## src/rtl/uart_irq_pkg.sv

```systemverilog
package uart_irq_pkg;
   localparam int IRQ_W  = 13;
   localparam int STAT_W = 14;

   localparam int B_RX_TRIG   = 0;
   localparam int B_RX_EMPTY  = 1;
   localparam int B_RX_FULL   = 2;
   localparam int B_TX_EMPTY  = 3;
   localparam int B_TX_FULL   = 4;
   localparam int B_OVERRUN   = 5;
   localparam int B_FRAME     = 6;
   localparam int B_PARITY    = 7;
   localparam int B_TIMEOUT   = 8;
   localparam int B_MODEM     = 9;
   localparam int B_TX_TRIG_I = 10;
   localparam int B_TX_OVF    = 12;
   localparam int B_TX_TRIG_S = 13;

   localparam logic [IRQ_W-1:0] IRQ_IMPL = 13'h17FF;

   typedef enum logic [2:0] {
      A_IEN    = 3'd0,
      A_IDIS   = 3'd1,
      A_MASK   = 3'd2,
      A_ISR    = 3'd3,
      A_STAT   = 3'd4,
      A_RXTRIG = 3'd5,
      A_TXTRIG = 3'd6
   } reg_word_e;

   localparam int NUM_REGS = 7;
endpackage

```

## src/rtl/uart_irq_lvl.sv

```systemverilog
module uart_irq_lvl #(
   parameter int DEPTH = 64,
   parameter int CNT_W = 7
) (
   input  logic [CNT_W-1:0] count,
   input  logic [CNT_W-1:0] trig,
   output logic             at_trig,
   output logic             empty,
   output logic             full
);
   assign at_trig = (count >= trig);
   assign empty   = (count == '0);
   assign full    = (count == CNT_W'(DEPTH));
endmodule

```

## src/rtl/uart_irq_mask.sv

```systemverilog
module uart_irq_mask #(
   parameter int               W    = 13,
   parameter logic [W-1:0]     IMPL = '1
) (
   input  logic         clk,
   input  logic         rst_n,
   input  logic         set_we,
   input  logic         clr_we,
   input  logic [W-1:0] wval,
   output logic [W-1:0] mask
);
   always_ff @(posedge clk) begin
      if (!rst_n)      mask <= '0;
      else if (set_we) mask <= (mask | wval) & IMPL;
      else if (clr_we) mask <= mask & ~wval;
   end


   mask_hold_chk: assert property (@(posedge clk) disable iff (!rst_n)
      !(set_we || clr_we) |=> $stable(mask));


   mask_set_chk: assert property (@(posedge clk) disable iff (!rst_n)
      set_we |=> ((mask & $past(wval & IMPL)) == $past(wval & IMPL)));
endmodule

```

## src/rtl/uart_irq_isr.sv

```systemverilog
module uart_irq_isr #(
   parameter int W = 13
) (
   input  logic         clk,
   input  logic         rst_n,
   input  logic [W-1:0] set_vec,
   input  logic         clr_we,
   input  logic [W-1:0] clr_val,
   output logic [W-1:0] isr
);
   logic [W-1:0] clr_bits;
   assign clr_bits = clr_we ? clr_val : '0;

   always_ff @(posedge clk) begin
      if (!rst_n) isr <= '0;
      else        isr <= (isr & ~clr_bits) | set_vec;
   end


   isr_sticky_chk: assert property (@(posedge clk) disable iff (!rst_n)
      1'b1 |=> ((($past(isr) & ~$past(clr_bits)) & ~isr) == '0));


   isr_set_wins_chk: assert property (@(posedge clk) disable iff (!rst_n)
      (set_vec != '0) |=> ((isr & $past(set_vec)) == $past(set_vec)));


   isr_clear_chk: assert property (@(posedge clk) disable iff (!rst_n)
      clr_we |=> ((isr & $past(clr_val & ~set_vec)) == '0));
endmodule

```

## src/rtl/uart_irq_regs.sv

```systemverilog
module uart_irq_regs
   import uart_irq_pkg::*;
#(
   parameter int ADDR_W   = 4,
   parameter int DATA_W   = 32,
   parameter int CNT_W    = 7,
   parameter int TRIG_RST = 32
) (
   input  logic              clk,
   input  logic              rst_n,
   input  logic              reg_wr,
   input  logic [ADDR_W-1:0] reg_addr,
   input  logic [DATA_W-1:0] reg_wdata,
   input  logic [IRQ_W-1:0]  mask,
   input  logic [IRQ_W-1:0]  isr,
   input  logic [STAT_W-1:0] status,
   output logic              ien_we,
   output logic              idis_we,
   output logic              isr_we,
   output logic [CNT_W-1:0]  rx_trig,
   output logic [CNT_W-1:0]  tx_trig,
   output logic [DATA_W-1:0] reg_rdata
);
   logic      in_range;
   reg_word_e word;
   logic      unused_wdata;

   assign in_range     = (reg_addr < ADDR_W'(NUM_REGS));
   assign word         = reg_word_e'(reg_addr[2:0]);
   assign unused_wdata = ^reg_wdata[DATA_W-1:IRQ_W];

   assign ien_we  = reg_wr && in_range && (word == A_IEN);
   assign idis_we = reg_wr && in_range && (word == A_IDIS);
   assign isr_we  = reg_wr && in_range && (word == A_ISR);

   always_ff @(posedge clk) begin
      if (!rst_n) begin
         rx_trig <= CNT_W'(TRIG_RST);
         tx_trig <= CNT_W'(TRIG_RST);
      end else if (reg_wr && in_range) begin
         if (word == A_RXTRIG) rx_trig <= reg_wdata[CNT_W-1:0];
         if (word == A_TXTRIG) tx_trig <= reg_wdata[CNT_W-1:0];
      end
   end

   always_comb begin
      reg_rdata = '0;
      if (in_range) begin
         case (word)
            A_MASK:   reg_rdata = DATA_W'(mask);
            A_ISR:    reg_rdata = DATA_W'(isr);
            A_STAT:   reg_rdata = DATA_W'(status);
            A_RXTRIG: reg_rdata = DATA_W'(rx_trig);
            A_TXTRIG: reg_rdata = DATA_W'(tx_trig);
            default:  reg_rdata = '0;
         endcase
      end
   end


   trig_oor_chk: assert property (@(posedge clk) disable iff (!rst_n)
      (reg_wr && !in_range) |=> ($stable(rx_trig) && $stable(tx_trig)));
endmodule

```

## src/rtl/uart_irq_ctrl.sv

```systemverilog
module uart_irq_ctrl
   import uart_irq_pkg::*;
#(
   parameter int RX_DEPTH  = 64,
   parameter int TX_DEPTH  = 64,
   parameter int ADDR_W    = 4,
   parameter int DATA_W    = 32,
   parameter int TRIG_RST  = 32,
   localparam int MAX_DEPTH = (RX_DEPTH > TX_DEPTH) ? RX_DEPTH : TX_DEPTH,
   localparam int CNT_W     = $clog2(MAX_DEPTH + 1)
) (
   input  logic              clk,
   input  logic              rst_n,
   input  logic [CNT_W-1:0]  rx_count,
   input  logic [CNT_W-1:0]  tx_count,
   input  logic              ev_rx_overrun,
   input  logic              ev_frame_err,
   input  logic              ev_parity_err,
   input  logic              ev_rx_timeout,
   input  logic              ev_modem,
   input  logic              ev_tx_overflow,
   input  logic              reg_wr,
   input  logic [ADDR_W-1:0] reg_addr,
   input  logic [DATA_W-1:0] reg_wdata,
   output logic [DATA_W-1:0] reg_rdata,
   output logic              irq
);
   initial begin
      elab_data_w_chk: assert (DATA_W >= STAT_W)
         else $error("DATA_W too narrow for status word");
      elab_addr_w_chk: assert (ADDR_W >= 3)
         else $error("ADDR_W too narrow for register map");
      elab_trig_chk: assert (TRIG_RST < (1 << CNT_W))
         else $error("TRIG_RST does not fit count width");
      elab_cnt_chk: assert (CNT_W <= IRQ_W)
         else $error("depth too large for write data layout");
   end

   logic [CNT_W-1:0]  cnt     [2];
   logic [CNT_W-1:0]  trig    [2];
   logic [1:0]        at_trig;
   logic [1:0]        empty;
   logic [1:0]        full;
   logic [STAT_W-1:0] status;
   logic [IRQ_W-1:0]  set_vec;
   logic [IRQ_W-1:0]  mask;
   logic [IRQ_W-1:0]  isr;
   logic              ien_we;
   logic              idis_we;
   logic              isr_we;
   logic [CNT_W-1:0]  rx_trig;
   logic [CNT_W-1:0]  tx_trig;

   assign cnt[0]  = rx_count;
   assign cnt[1]  = tx_count;
   assign trig[0] = rx_trig;
   assign trig[1] = tx_trig;

   for (genvar d = 0; d < 2; d++) begin : g_dir
      localparam int DEPTH = (d == 0) ? RX_DEPTH : TX_DEPTH;
      uart_irq_lvl #(.DEPTH(DEPTH), .CNT_W(CNT_W)) u_lvl (
         .count   (cnt[d]),
         .trig    (trig[d]),
         .at_trig (at_trig[d]),
         .empty   (empty[d]),
         .full    (full[d])
      );
   end

   always_comb begin
      status                = '0;
      status[B_RX_TRIG]     = at_trig[0];
      status[B_RX_EMPTY]    = empty[0];
      status[B_RX_FULL]     = full[0];
      status[B_TX_EMPTY]    = empty[1];
      status[B_TX_FULL]     = full[1];
      status[B_TX_TRIG_S]   = at_trig[1];
   end

   always_comb begin
      set_vec              = '0;
      set_vec[4:0]         = status[4:0];
      set_vec[B_TX_TRIG_I] = status[B_TX_TRIG_S];
      set_vec[B_OVERRUN]   = ev_rx_overrun;
      set_vec[B_FRAME]     = ev_frame_err;
      set_vec[B_PARITY]    = ev_parity_err;
      set_vec[B_TIMEOUT]   = ev_rx_timeout;
      set_vec[B_MODEM]     = ev_modem;
      set_vec[B_TX_OVF]    = ev_tx_overflow;
   end

   uart_irq_regs #(
      .ADDR_W(ADDR_W), .DATA_W(DATA_W), .CNT_W(CNT_W), .TRIG_RST(TRIG_RST)
   ) u_regs (
      .clk       (clk),
      .rst_n     (rst_n),
      .reg_wr    (reg_wr),
      .reg_addr  (reg_addr),
      .reg_wdata (reg_wdata),
      .mask      (mask),
      .isr       (isr),
      .status    (status),
      .ien_we    (ien_we),
      .idis_we   (idis_we),
      .isr_we    (isr_we),
      .rx_trig   (rx_trig),
      .tx_trig   (tx_trig),
      .reg_rdata (reg_rdata)
   );

   uart_irq_mask #(.W(IRQ_W), .IMPL(IRQ_IMPL)) u_mask (
      .clk    (clk),
      .rst_n  (rst_n),
      .set_we (ien_we),
      .clr_we (idis_we),
      .wval   (reg_wdata[IRQ_W-1:0]),
      .mask   (mask)
   );

   uart_irq_isr #(.W(IRQ_W)) u_isr (
      .clk     (clk),
      .rst_n   (rst_n),
      .set_vec (set_vec),
      .clr_we  (isr_we),
      .clr_val (reg_wdata[IRQ_W-1:0]),
      .isr     (isr)
   );

   assign irq = |(mask & isr);


   tx_trig_map_chk: assert property (@(posedge clk) disable iff (!rst_n)
      status[B_TX_TRIG_S] |=> isr[B_TX_TRIG_I]);


   rx_empty_map_chk: assert property (@(posedge clk) disable iff (!rst_n)
      status[B_RX_EMPTY] |=> isr[B_RX_EMPTY]);
endmodule

```

## config.mk

```make
export PLATFORM = sky130hd
export DESIGN_NAME = uart_irq_ctrl
export DESIGN_NICKNAME = d
export VERILOG_FILES = /design/src/rtl/uart_irq_pkg.sv /design/src/rtl/uart_irq_lvl.sv /design/src/rtl/uart_irq_mask.sv /design/src/rtl/uart_irq_isr.sv /design/src/rtl/uart_irq_regs.sv /design/src/rtl/uart_irq_ctrl.sv
export SDC_FILE = /design/constraint.sdc
export NUM_CORES = 1
export LEC_CHECK = 0
export BUFFER_PORTS_ARGS = -buffer_cell sky130_fd_sc_hd__buf_2
export CAP_MARGIN = 10
export CORE_MARGIN = 2
export CORE_UTILIZATION = 50
export CTS_BUF_LIST = sky130_fd_sc_hd__clkbuf_4
export CTS_CLUSTER_SIZE = 20
export DETAILED_ROUTE_END_ITERATION = 10
export GPL_TIMING_DRIVEN = 1
export PLACE_DENSITY = 0.86
export REMOVE_ABC_BUFFERS = 1
export SLEW_MARGIN = 20
export SYNTH_ARGS = -nofsm -noshare
export SYNTH_HDL_FRONTEND = slang
export SYNTH_SLANG_ARGS = --single-unit
```

## constraint.sdc

```tcl
create_clock -name clk -period 2.3 [get_ports clk]
set_input_delay 0.115 -clock clk [delete_from_list [all_inputs] [get_ports clk]]
set_output_delay 0.115 -clock clk [all_outputs]
set_load 0.03 [all_outputs]
```

==> metrics.yaml, run 1 <==
outcome:
  status: "finished clean"
timing:
  relSlewSlack_pct: 59.52
  timing_hold_violations_final: 0
  report.final.slew_viol_count: 0
  finClkSkew_ps: 13.22
  clock.fmax_mhz: 456.5
  grt_setup_unrepaired: "true"
  period_share_pct: 95.24
  finalSetupViolations: 0
  worst_pin_slew_ps: 604.0
  post-route-min-period_ps: 2191
setup_path:
  criticalPathCategory: "flip-flop to output pin"
  cp.required_ps: 2180
  crit_path_max_incr_delay_ps: 350
  slowest_stage: "dfxtp_1"
  cp_max_fo: 2
  path_buf_inv: 2
  path_cells: "inv_1 > ha_1 > and3_1 > a221o_1 > a31oi_2 > o22ai_1 > buf_2"
  critPathTopFamily: "compound AO/OA/AOI/OAI gates"
  cp.arrival_ps: 2080
  cp-start-kind: "flip-flop"
  cp-end-kind: "output pin"
die:
  io_pins: 92
  initial_core_util_pct: 51.21
  die_h_um: 76.10
  rows: 26
  dieArea_um2: 5790
  core_area_um2: 5075
  die_x_um: 76.10
synth:
  post_synth_num_cell_types: 38
  synth_top_area_share_pct: 30.81
  yosysTopAreaCell: "dfxtp_1"
  synth_cells: 316
  avgSynthCellArea_um2: 8.224
  synthTopCellsByArea: "dfxtp_1, mux2i_1, a21boi_0"
  synth-async-reset-ratio_pct: 0
  synth-compound-area-share_pct: 22.63
  yosys-top-cells-count: "dfxtp_1, nand2_1, inv_1"
  synthFlopType: "dfxtp_1"
  yosysWarningCount: 0
  yosysMostFrequentCell: "dfxtp_1"
  synth_adder_area_share_pct: 6.740
  synth_top_family_by_area: "compound AO/OA/AOI/OAI gates"
  muxShareOfSynthArea_pct: 9.629
  synth_xor_area_share_pct: 0
  synth-seq-cells: 40
  synthSimpleGateAreaFrac_pct: 16.80
  ys_seq_area_share_pct: 30.81
  synth_area_um2: 2599
  synth_edf_count: 0
cts:
  post-cts-setup-buffers: 0
  htree_levels: 2
  clkTransAtPathRegs_ps: 120
  clock_tree.root_cell: "clkbuf_4"
  cts_tree: "done"
  clk_path_buf_depth: 2
  insertion_delay_ps: 350
  clock_sinks: 40
  numCtsBuffers: 5
placement:
  place_inst: 423
  dpl.hpwl_mm: 4.640
  port_buffers: 54
  gp_congestion: 0.9041
pwr:
  switchingPower_uw: 399.9
  clkPwrFrac_pct: 26.6
  power.internal_uw: 928.1
  powerDensity_nw_per_um2: 455.7
  power_frac_seq_pct: 54.4
  switching_share_pct: 30.11
  vdd_ir_drop_max_mv: 0.3478
  leakagePower_nw: 1.361
  comb_power_share_pct: 19.0
layout:
  final_cells: 437
  finalNetCount: 440
  fillers: 467
  diodes: 0
  syn_to_final_growth_pct: 12.13
  drive_gt1_share_pct: 17.71
  final_util_pct: 57.42
grt:
  grt_usage_pct: 21.44
  antenna_found_initial: 0
  grt_start_max_net_pins: 41
  overflow: 0
  grt_pass1_vias: 2261
  grt_pass1_wl_mm: 10.09
route:
  drt_iter0_drc: 201
  vias: 2358
  routed_wl_mm: 6.299
  ant_nets: 0
  post_drt_via_cell_ratio: 5.396
  drc: 0
  first_pass_iters: 4
  wire_per_inst_um: 14.41
job:
  maxCapViolCount: 0
hold_path:
  hold_path_class: "input pin to flip-flop"
registers in the layout, summed over array words and instances, names as in the netlist:
register and count:
u_regs.tx_trig 7, u_regs.rx_trig 7, u_mask.mask 13, u_isr.isr 13
cell type report:
class,instances,area (um2),share of cell area [%]
tap,70,87.58,3.006
multi-input combinational,231,1530,52.51
inverter,28,105.1,3.607
clock buffer,6,45.04,1.546
sequential,40,800.8,27.48
clock inverter,1,5.005,0.1717
timing repair buffer,61,340.3,11.68
power by group through the flow:
stage / Clock (mW) / Combinational [mW] / Sequential (mW)
after global routing: 0.386 / 0.276 / 0.725
after CTS: 0.358 / 0.246 / 0.722
after detailed placement: 0 / 0.236 / 0.738
after floorplan: 0 / 0.142 / 0.734
after global placement: 0 / 0.230 / 0.738
final: 0.353 / 0.252 / 0.723
cell families after synthesis:
kind of cell	Yosys count
AND/OR/NAND/NOR	88
adder cells (fa/ha/maj)	14
buffers and inverters	62
flip-flops	40
multiplexers	25
other	1
AO/OA/AOI/OAI	86
path summary, 6_finish.rpt:
path | startpoint | to | slack (ps) | cells after the start
worst max-delay path | u_regs.rx_trig[6]$_SDFFE_PN0P_ | reg_rdata[0] | 110 | 7
worst min-delay path | reg_wdata[12] | u_mask.mask[12]$_SDFFE_PN0P_ | 30 | 3
worst max register to register | u_regs.tx_trig[5]$_SDFFE_PN1P_ | u_isr.isr[10]$_SDFF_PN0_ | 600 | 6
worst min register to register | u_isr.isr[11]$_SDFF_PN0_ | u_isr.isr[11]$_SDFF_PN0_ | 470 | 2
cells in the final DEF (no fill, tap or decap), types with 2 or more instances in the layout:
cell | netlist | final
o21a_1 | 8 | 8
nor2_1 | 19 | 19
dlygate4sd3_1 | 0 | 7
and3_1 | 5 | 5
a22oi_1 | 3 | 3
and3b_1 | 2 | 2
or3_1 | 2 | 2
nand2_1 | 32 | 32
a221oi_1 | 2 | 2
mux2i_1 | 25 | 25
inv_1 | 28 | 28
nor2b_1 | 5 | 5
o21ai_0 | 21 | 21
clkbuf_4 | 0 | 6
o211ai_1 | 3 | 3
o2bb2ai_1 | 4 | 4
and2_1 | 11 | 11
a31oi_2 | 0 | 2
ha_1 | 14 | 14
a21o_1 | 2 | 2
buf_2 | 5 | 54
dfxtp_1 | 40 | 40
a21boi_0 | 24 | 24
and2_0 | 2 | 2
a21oi_1 | 7 | 7
nand3b_1 | 2 | 2
a221o_1 | 2 | 2
a32oi_1 | 2 | 2
a31oi_1 | 4 | 2
nand3_1 | 5 | 5
conb_1 | 1 | 18
metrics by stage:
stage | cell area (um2) | hold WS, ps | setup TNS [ps] | power (mW) | setup WS, ps
after floorplan | 2424 | 202.0 | 0 | 0.8758 | 678.6
after global placement | 2781 | 308.1 | 0 | 0.9674 | 477.6
after detailed placement | 2781 | 310.8 | 0 | 0.9745 | 445.3
after CTS | 2902 | 9.038 | 0 | 1.327 | 45.73
after global routing | 2914 | 13.55 | -22.16 | 1.388 | -22.16
final | 2914 | 28.48 | 0 | 1.328 | 109.5
what timing repair did:
item                                   in CTS  in global routing
gates resized for setup                     0                  2
endpoints found under the hold margin       8                  0
setup endpoints to repair                   0                  2
hold buffers                                7                  0
tightest hold or removal path: stages:
cell and delay [ps]:
buf_2 110, nand2_1 40, a21boi_0 60
routing by layer:
layer	GRT usage, %	share of wire [%]	up-vias
met5	0	0	-
li1	-	-	1150
met2	37.59	50	97
met4	6.909	1.0	0
met1	26.30	42	1103
met3	4.502	6.4	8
Note: power is estimated with default switching activity, not from simulation.
==> run 2: changes to the inputs <==
--- a/config.mk
+++ b/config.mk
@@ -15,6 +15,7 @@
 export GPL_TIMING_DRIVEN = 1
 export PLACE_DENSITY = 0.86
 export REMOVE_ABC_BUFFERS = 1
+export SETUP_SLACK_MARGIN = 0.5
 export SLEW_MARGIN = 20
 export SYNTH_ARGS = -nofsm -noshare
 export SYNTH_HDL_FRONTEND = slang
==> run 2 against run 1 <==
  * Flip-flop and latch count unchanged
  * Die area unchanged
  * Clock skew up 3.1 ps
  * Cell count up 2.5%
==> metrics.yaml, run 2 (synthesized netlist as in run 1, its figures left out) <==
layout:
  most-common-layout-cells: "buf_2, dfxtp_1, nand2_1"
  finalNetCount: 451  # +2.5%
  drive_gt1_share_pct: 26.19  # +8.5 points
  ff_latch_area_um2: 808.3  # +0.94%
  final_common_cell: "buf_2"
  syn_to_final_growth_pct: 20.32
  multi_input_area_um2: 1640  # +7.2%
  reg_top3: "u_isr.isr x13, u_mask.mask x13"
  fillers: 433  # -7.3%
  diodes: 0  # unchanged
cts:
  clk_path_buf_depth: 2  # unchanged
  clock_tree.root_cell: "clkbuf_4"
  cts_tree: "done"
  insertion_delay_ps: 360  # about the same
  clkTransAtPathRegs_ps: 110  # about the same
  clock_sinks: 40  # unchanged
  htree_levels: 2  # unchanged
  numCtsBuffers: 5  # unchanged
route:
  drc: 0  # unchanged
  post_drt_via_cell_ratio: 5.353  # -0.80%
  wire_per_inst_um: 14.83  # +2.9%
  vias: 2398  # +1.7%
  ant_nets: 0  # unchanged
  first_pass_iters: 5  # +1
  routed_wl_mm: 6.643  # +5.5%
  drt_iter0_drc: 261  # +30%
setup_path:
  startpoint: "u_regs.rx_trig[5]$_SDFFE_PN1P_"
  cp_max_fo: 2  # unchanged
  cp-start-kind: "flip-flop"
  cp-end-kind: "output pin"
  reg2reg_from: "u_regs.rx_trig[5]$_SDFFE_PN1P_"
  cp.required_ps: 2180  # about the same
  cp.arrival_ps: 1970  # -110 ps
  criticalPathCategory: "flip-flop to output pin"
timing:
  period_share_pct: 90.82  # -4.4 points
  grt_setup_unrepaired: "true"
  finClkSkew_ps: 16.35  # +3.129 ps
  relSlewSlack_pct: 58.68  # -0.84 points
  report.final.slew_viol_count: 0  # unchanged
  finalSetupViolations: 0  # unchanged
  worst_pin_slew_ps: 619.8  # +15.84 ps
  setup-tns-final_ps: 0  # unchanged
  clock.fmax_mhz: 478.7  # +4.9%
  timing_hold_violations_final: 0  # unchanged
  post-route-min-period_ps: 2089  # -101.7 ps
outcome:
  status: "finished clean"
grt:
  grt.busiest_layer: "met2"
  grt_start_max_net_pins: 41  # unchanged
  use_met1_pct: 27.63  # +1.3 points
  grt_usage_pct: 22.62  # +1.2 points
  grt_pass1_wl_mm: 10.59  # +5.0%
  grt_pass1_vias: 2332  # +3.1%
  overflow: 0  # unchanged
  grt_util_met2_pct: 40.45  # +2.9 points
  gr-usage-met3_pct: 4.265  # -0.24 points
  antenna_found_initial: 0  # unchanged
die:
  core_area_um2: 5075  # unchanged
  dieArea_um2: 5790  # unchanged
  io_pins: 92  # unchanged
  die_h_um: 76.10  # unchanged
  initial_core_util_pct: 51.21  # unchanged
  die_x_um: 76.10  # unchanged
  rows: 26  # unchanged
pwr:
  powerDensity_nw_per_um2: 439.7  # -3.5%
  power_mw: 1.375  # +3.5%
  leakagePower_nw: 1.422  # +4.5%
  vdd_ir_drop_max_mv: 0.3666  # +5.4%
job:
  maxCapViolCount: 0  # unchanged
placement:
  dpl.hpwl_mm: 4.640  # unchanged
  port_buffers: 54  # unchanged
  gp_congestion: 0.9041  # unchanged
hold_path:
  hold_start: "reg_wdata[12]"
  hold_path_class: "input pin to flip-flop"
==> run 2: changes by cell type in the layout (fill, tap and decap cells not counted), sizes merged <==
cell | previous run | this run
buf | 54 | 65
==> run 2: cell type report <==
type / count / share of cell area [%]
Clock inverter: 1 / 0.1601
Sequential cell: 40 / 25.85
Timing Repair Buffer: 72 / 13.93
Multi-Input combinational cell: 231 / 52.46
Inverter: 28 / 3.361
Tap cell: 70 / 2.801
Clock buffer: 6 / 1.441
==> run 2: stage by stage <==
stage | setup WS [ps] | hold slack (ps) | cell area (um2) | std cells | utilization, %
4_1_cts | 243.0 | 9.038 | 3082 | 448 | 60.72
6_report | 211.2 | 20.90 | 3127 | 448 | 61.61
3_5_place_dp | 445.3 | 310.8 | 2781 | 423 | 54.81
2_1_floorplan | 678.6 | 202.0 | 2424 | 299 | -
5_1_grt | 177.6 | 13.54 | 3127 | 448 | 61.61
3_3_place_gp | 477.6 | 308.1 | 2781 | 423 | 54.81
==> run 2: worst paths after layout <==
path,to,slack [ps],depth (start not counted)
setup / recovery,reg_rdata[0],210,7
hold / removal,u_mask.mask[12]$_SDFFE_PN0P_,20,3
setup reg to reg,u_isr.isr[0]$_SDFF_PN0_,220,12
hold reg to reg,u_isr.isr[11]$_SDFF_PN0_,470,2
==> run 2: layer usage <==
layer  wire (um)  up-vias  share of wire (%)
li1            -     1172                  -
met1        2731     1118                 41
met2        3375       97                 51
met3         438       11                6.6
met4          97        0                1.5
met5           0        -                  0
==> run 2: worst max-delay path, cell delays in order, from the launching register on <==
cell and delay [ps]:
dfxtp_2 340, inv_2 80, ha_4 200, a21o_1 160, a221o_1 380, a31oi_4 210
o22ai_2 110, buf_6 150
==> run 2: timing repair <==
item	4_1_cts	5_1_grt
endpoints found under the hold margin	8	0
endpoints found under the setup margin	2	4
buffers inserted	11	0
hold buffers	7	0
pin swaps	4	4
resized for setup	22	10
==> run 2: where the power goes <==
| part | internal [mW] | switching [mW] | total [mW] | leakage, nW |
|---|---|---|---|---|
| logic | 0.121 | 0.174 | 0.295 | 1.06 |
| registers | 0.710 | 0.0133 | 0.724 | 0.327 |
| clock network | 0.125 | 0.232 | 0.356 | 0.0315 |
==> run 3: changes to the inputs <==
--- a/config.mk
+++ b/config.mk
@@ -13,7 +13,7 @@
 export CTS_CLUSTER_SIZE = 20
 export DETAILED_ROUTE_END_ITERATION = 10
 export GPL_TIMING_DRIVEN = 1
-export PLACE_DENSITY = 0.86
+export PLACE_DENSITY = 0.8
 export REMOVE_ABC_BUFFERS = 1
 export SETUP_SLACK_MARGIN = 0.5
 export SLEW_MARGIN = 20
==> run 3 against run 2 <==
  * Clock power about the same
  * Register-to-register slack better by 360 ps
  * Non-clock buffer count down 1
  * Critical path type unchanged
  * Largest cell class unchanged
==> metrics.yaml, run 3 (synthesized netlist as in run 1, its figures left out) <==
die:
  die_h_um: 76.10  # unchanged
  die_x_um: 76.10  # unchanged
  io_pins: 92  # unchanged
  core_area_um2: 5075  # unchanged
  rows: 26  # unchanged
  dieArea_um2: 5790  # unchanged
  initial_core_util_pct: 51.21  # unchanged
pwr:
  leakagePower_nw: 1.411  # -0.76%
  powerDensity_nw_per_um2: 435.0  # -1.1%
  power_mw: 1.365  # -0.74%
  vdd_ir_drop_max_mv: 0.3165  # -14%
timing:
  setup_ws_ps: 229.3  # +18.04 ps
  period_share_pct: 90.03  # -0.78 points
  clock.fmax_mhz: 482.9  # +0.87%
  finClkSkew_ps: 9.774  # -6.572 ps
  report.final.slew_viol_count: 0  # unchanged
  worst_pin_slew_ps: 620.6  # +0.7840 ps
  setup-tns-final_ps: 0  # unchanged
  relSlewSlack_pct: 58.41  # -0.27 points
  timing_hold_violations_final: 0  # unchanged
  grt_setup_unrepaired: "true"
  post-route-min-period_ps: 2071  # -18.04 ps
  finalSetupViolations: 0  # unchanged
cts:
  insertion_delay_ps: 360  # about the same
  clkTransAtPathRegs_ps: 130  # +20 ps
  clock_sinks: 40  # unchanged
  cts_tree: "done"
  clock_tree.root_cell: "clkbuf_4"
  htree_levels: 2  # unchanged
  clk_path_buf_depth: 2  # unchanged
  numCtsBuffers: 5  # unchanged
grt:
  gr-usage-met3_pct: 4.147  # -0.12 points
  grt.busiest_layer: "met2"
  antenna_found_initial: 0  # unchanged
  grt_util_met2_pct: 39.38  # -1.1 points
  overflow: 0  # unchanged
  grt_usage_pct: 22.84  # +0.22 points
  use_met1_pct: 29.83  # +2.2 points
  grt_pass1_vias: 2303  # -1.2%
  grt_start_max_net_pins: 41  # unchanged
  grt_pass1_wl_mm: 10.67  # +0.78%
hold_path:
  hold_path_class: "input pin to flip-flop"
  hold_start: "reg_wdata[1]"
setup_path:
  cp_max_fo: 2  # unchanged
  cp.arrival_ps: 1960  # about the same
  cp-start-kind: "flip-flop"
  cp.required_ps: 2180  # about the same
  cp-end-kind: "output pin"
  startpoint: "u_regs.tx_trig[5]$_SDFFE_PN1P_"
  criticalPathCategory: "flip-flop to output pin"
  reg2reg_from: "u_regs.rx_trig[6]$_SDFFE_PN0P_"
route:
  drt_iter0_drc: 158  # -39%
  vias: 2406  # +0.33%
  routed_wl_mm: 6.597  # -0.69%
  first_pass_iters: 4  # -1
  ant_nets: 0  # unchanged
  post_drt_via_cell_ratio: 5.371  # +0.33%
  drc: 0  # unchanged
  wire_per_inst_um: 14.73  # -0.69%
outcome:
  status: "finished clean"
layout:
  multi_input_area_um2: 1644  # +0.23%
  fillers: 457  # +5.5%
  ff_latch_area_um2: 808.3  # unchanged
  drive_gt1_share_pct: 25.13  # -1.1 points
  syn_to_final_growth_pct: 20.70
  most-common-layout-cells: "buf_2, dfxtp_1, nand2_1"
  diodes: 0  # unchanged
  final_common_cell: "buf_2"
  reg_top3: "u_isr.isr x13, u_mask.mask x13"
  finalNetCount: 450  # -0.22%
job:
  maxCapViolCount: 0  # unchanged
placement:
  preCtsSetupSlack_ps: 404.7  # -40.56 ps
  gp_congestion: 0.8739  # -3.3%
  dpl.hpwl_mm: 4.545  # -2.0%
  port_buffers: 54  # unchanged
## run 3: cell type report
type / instances / area share, %
tap: 70 / 2.792
clock buffer: 5 / 1.197
clock inverter: 3 / 0.4388
timing repair buffer: 71 / 14.04
sequential: 40 / 25.77
multi-input combinational: 231 / 52.41
inverter: 28 / 3.351
## run 3: metal layers
metal / vias to the layer above / part of all wire (%)
met2: 95 / 49
met4: 0 / 1.1
met3: 7 / 7.1
li1: 1174 / -
met1: 1130 / 42
met5: - / 0
## run 3: final timing paths
kind / endpoint / slack (ps) / cells after the start
setup / recovery: reg_rdata[13] / 230 / 7
setup reg to reg: u_isr.isr[0]$_SDFF_PN0_ / 580 / 8
hold / removal: u_mask.mask[1]$_SDFFE_PN0P_ / 20 / 3
hold reg to reg: u_mask.mask[11]$_SDFFE_PP0P_ / 460 / 2
## run 3: where the power goes
group          internal (mW)  switching, mW  leakage [nW]
Clock                  0.112          0.242        0.0324
Combinational          0.115          0.171          1.05
Sequential             0.710         0.0135         0.327
## run 3: metrics by stage
stage | hold slack (ps) | instance area, um2 | cells | utilization [%]
finish | 19.79 | 3137 | 448 | 61.81
global route | 7.698 | 3137 | 448 | 61.81
floorplan | 202.0 | 2424 | 299 | -
global placement | 306.5 | 2781 | 423 | 54.81
CTS | 3.988 | 3090 | 447 | 60.90
detailed placement | 311.5 | 2781 | 423 | 54.81
## run 3: what timing repair did
item | CTS | global route
pin swaps | 7 | 2
endpoints found under the setup margin | 2 | 3
gates resized for setup | 24 | 9
endpoints found under the hold margin | 12 | 0
setup buffers | 5 | 1
hold buffers | 11 | 0
## run 3: worst max-delay path, stage by stage (launching register included)
cell	delay (ps)
dfxtp_2	360
inv_2	50
ha_4	210
a21o_1	150
a221o_1	390
a31oi_4	220
nor2_2	70
buf_6	140
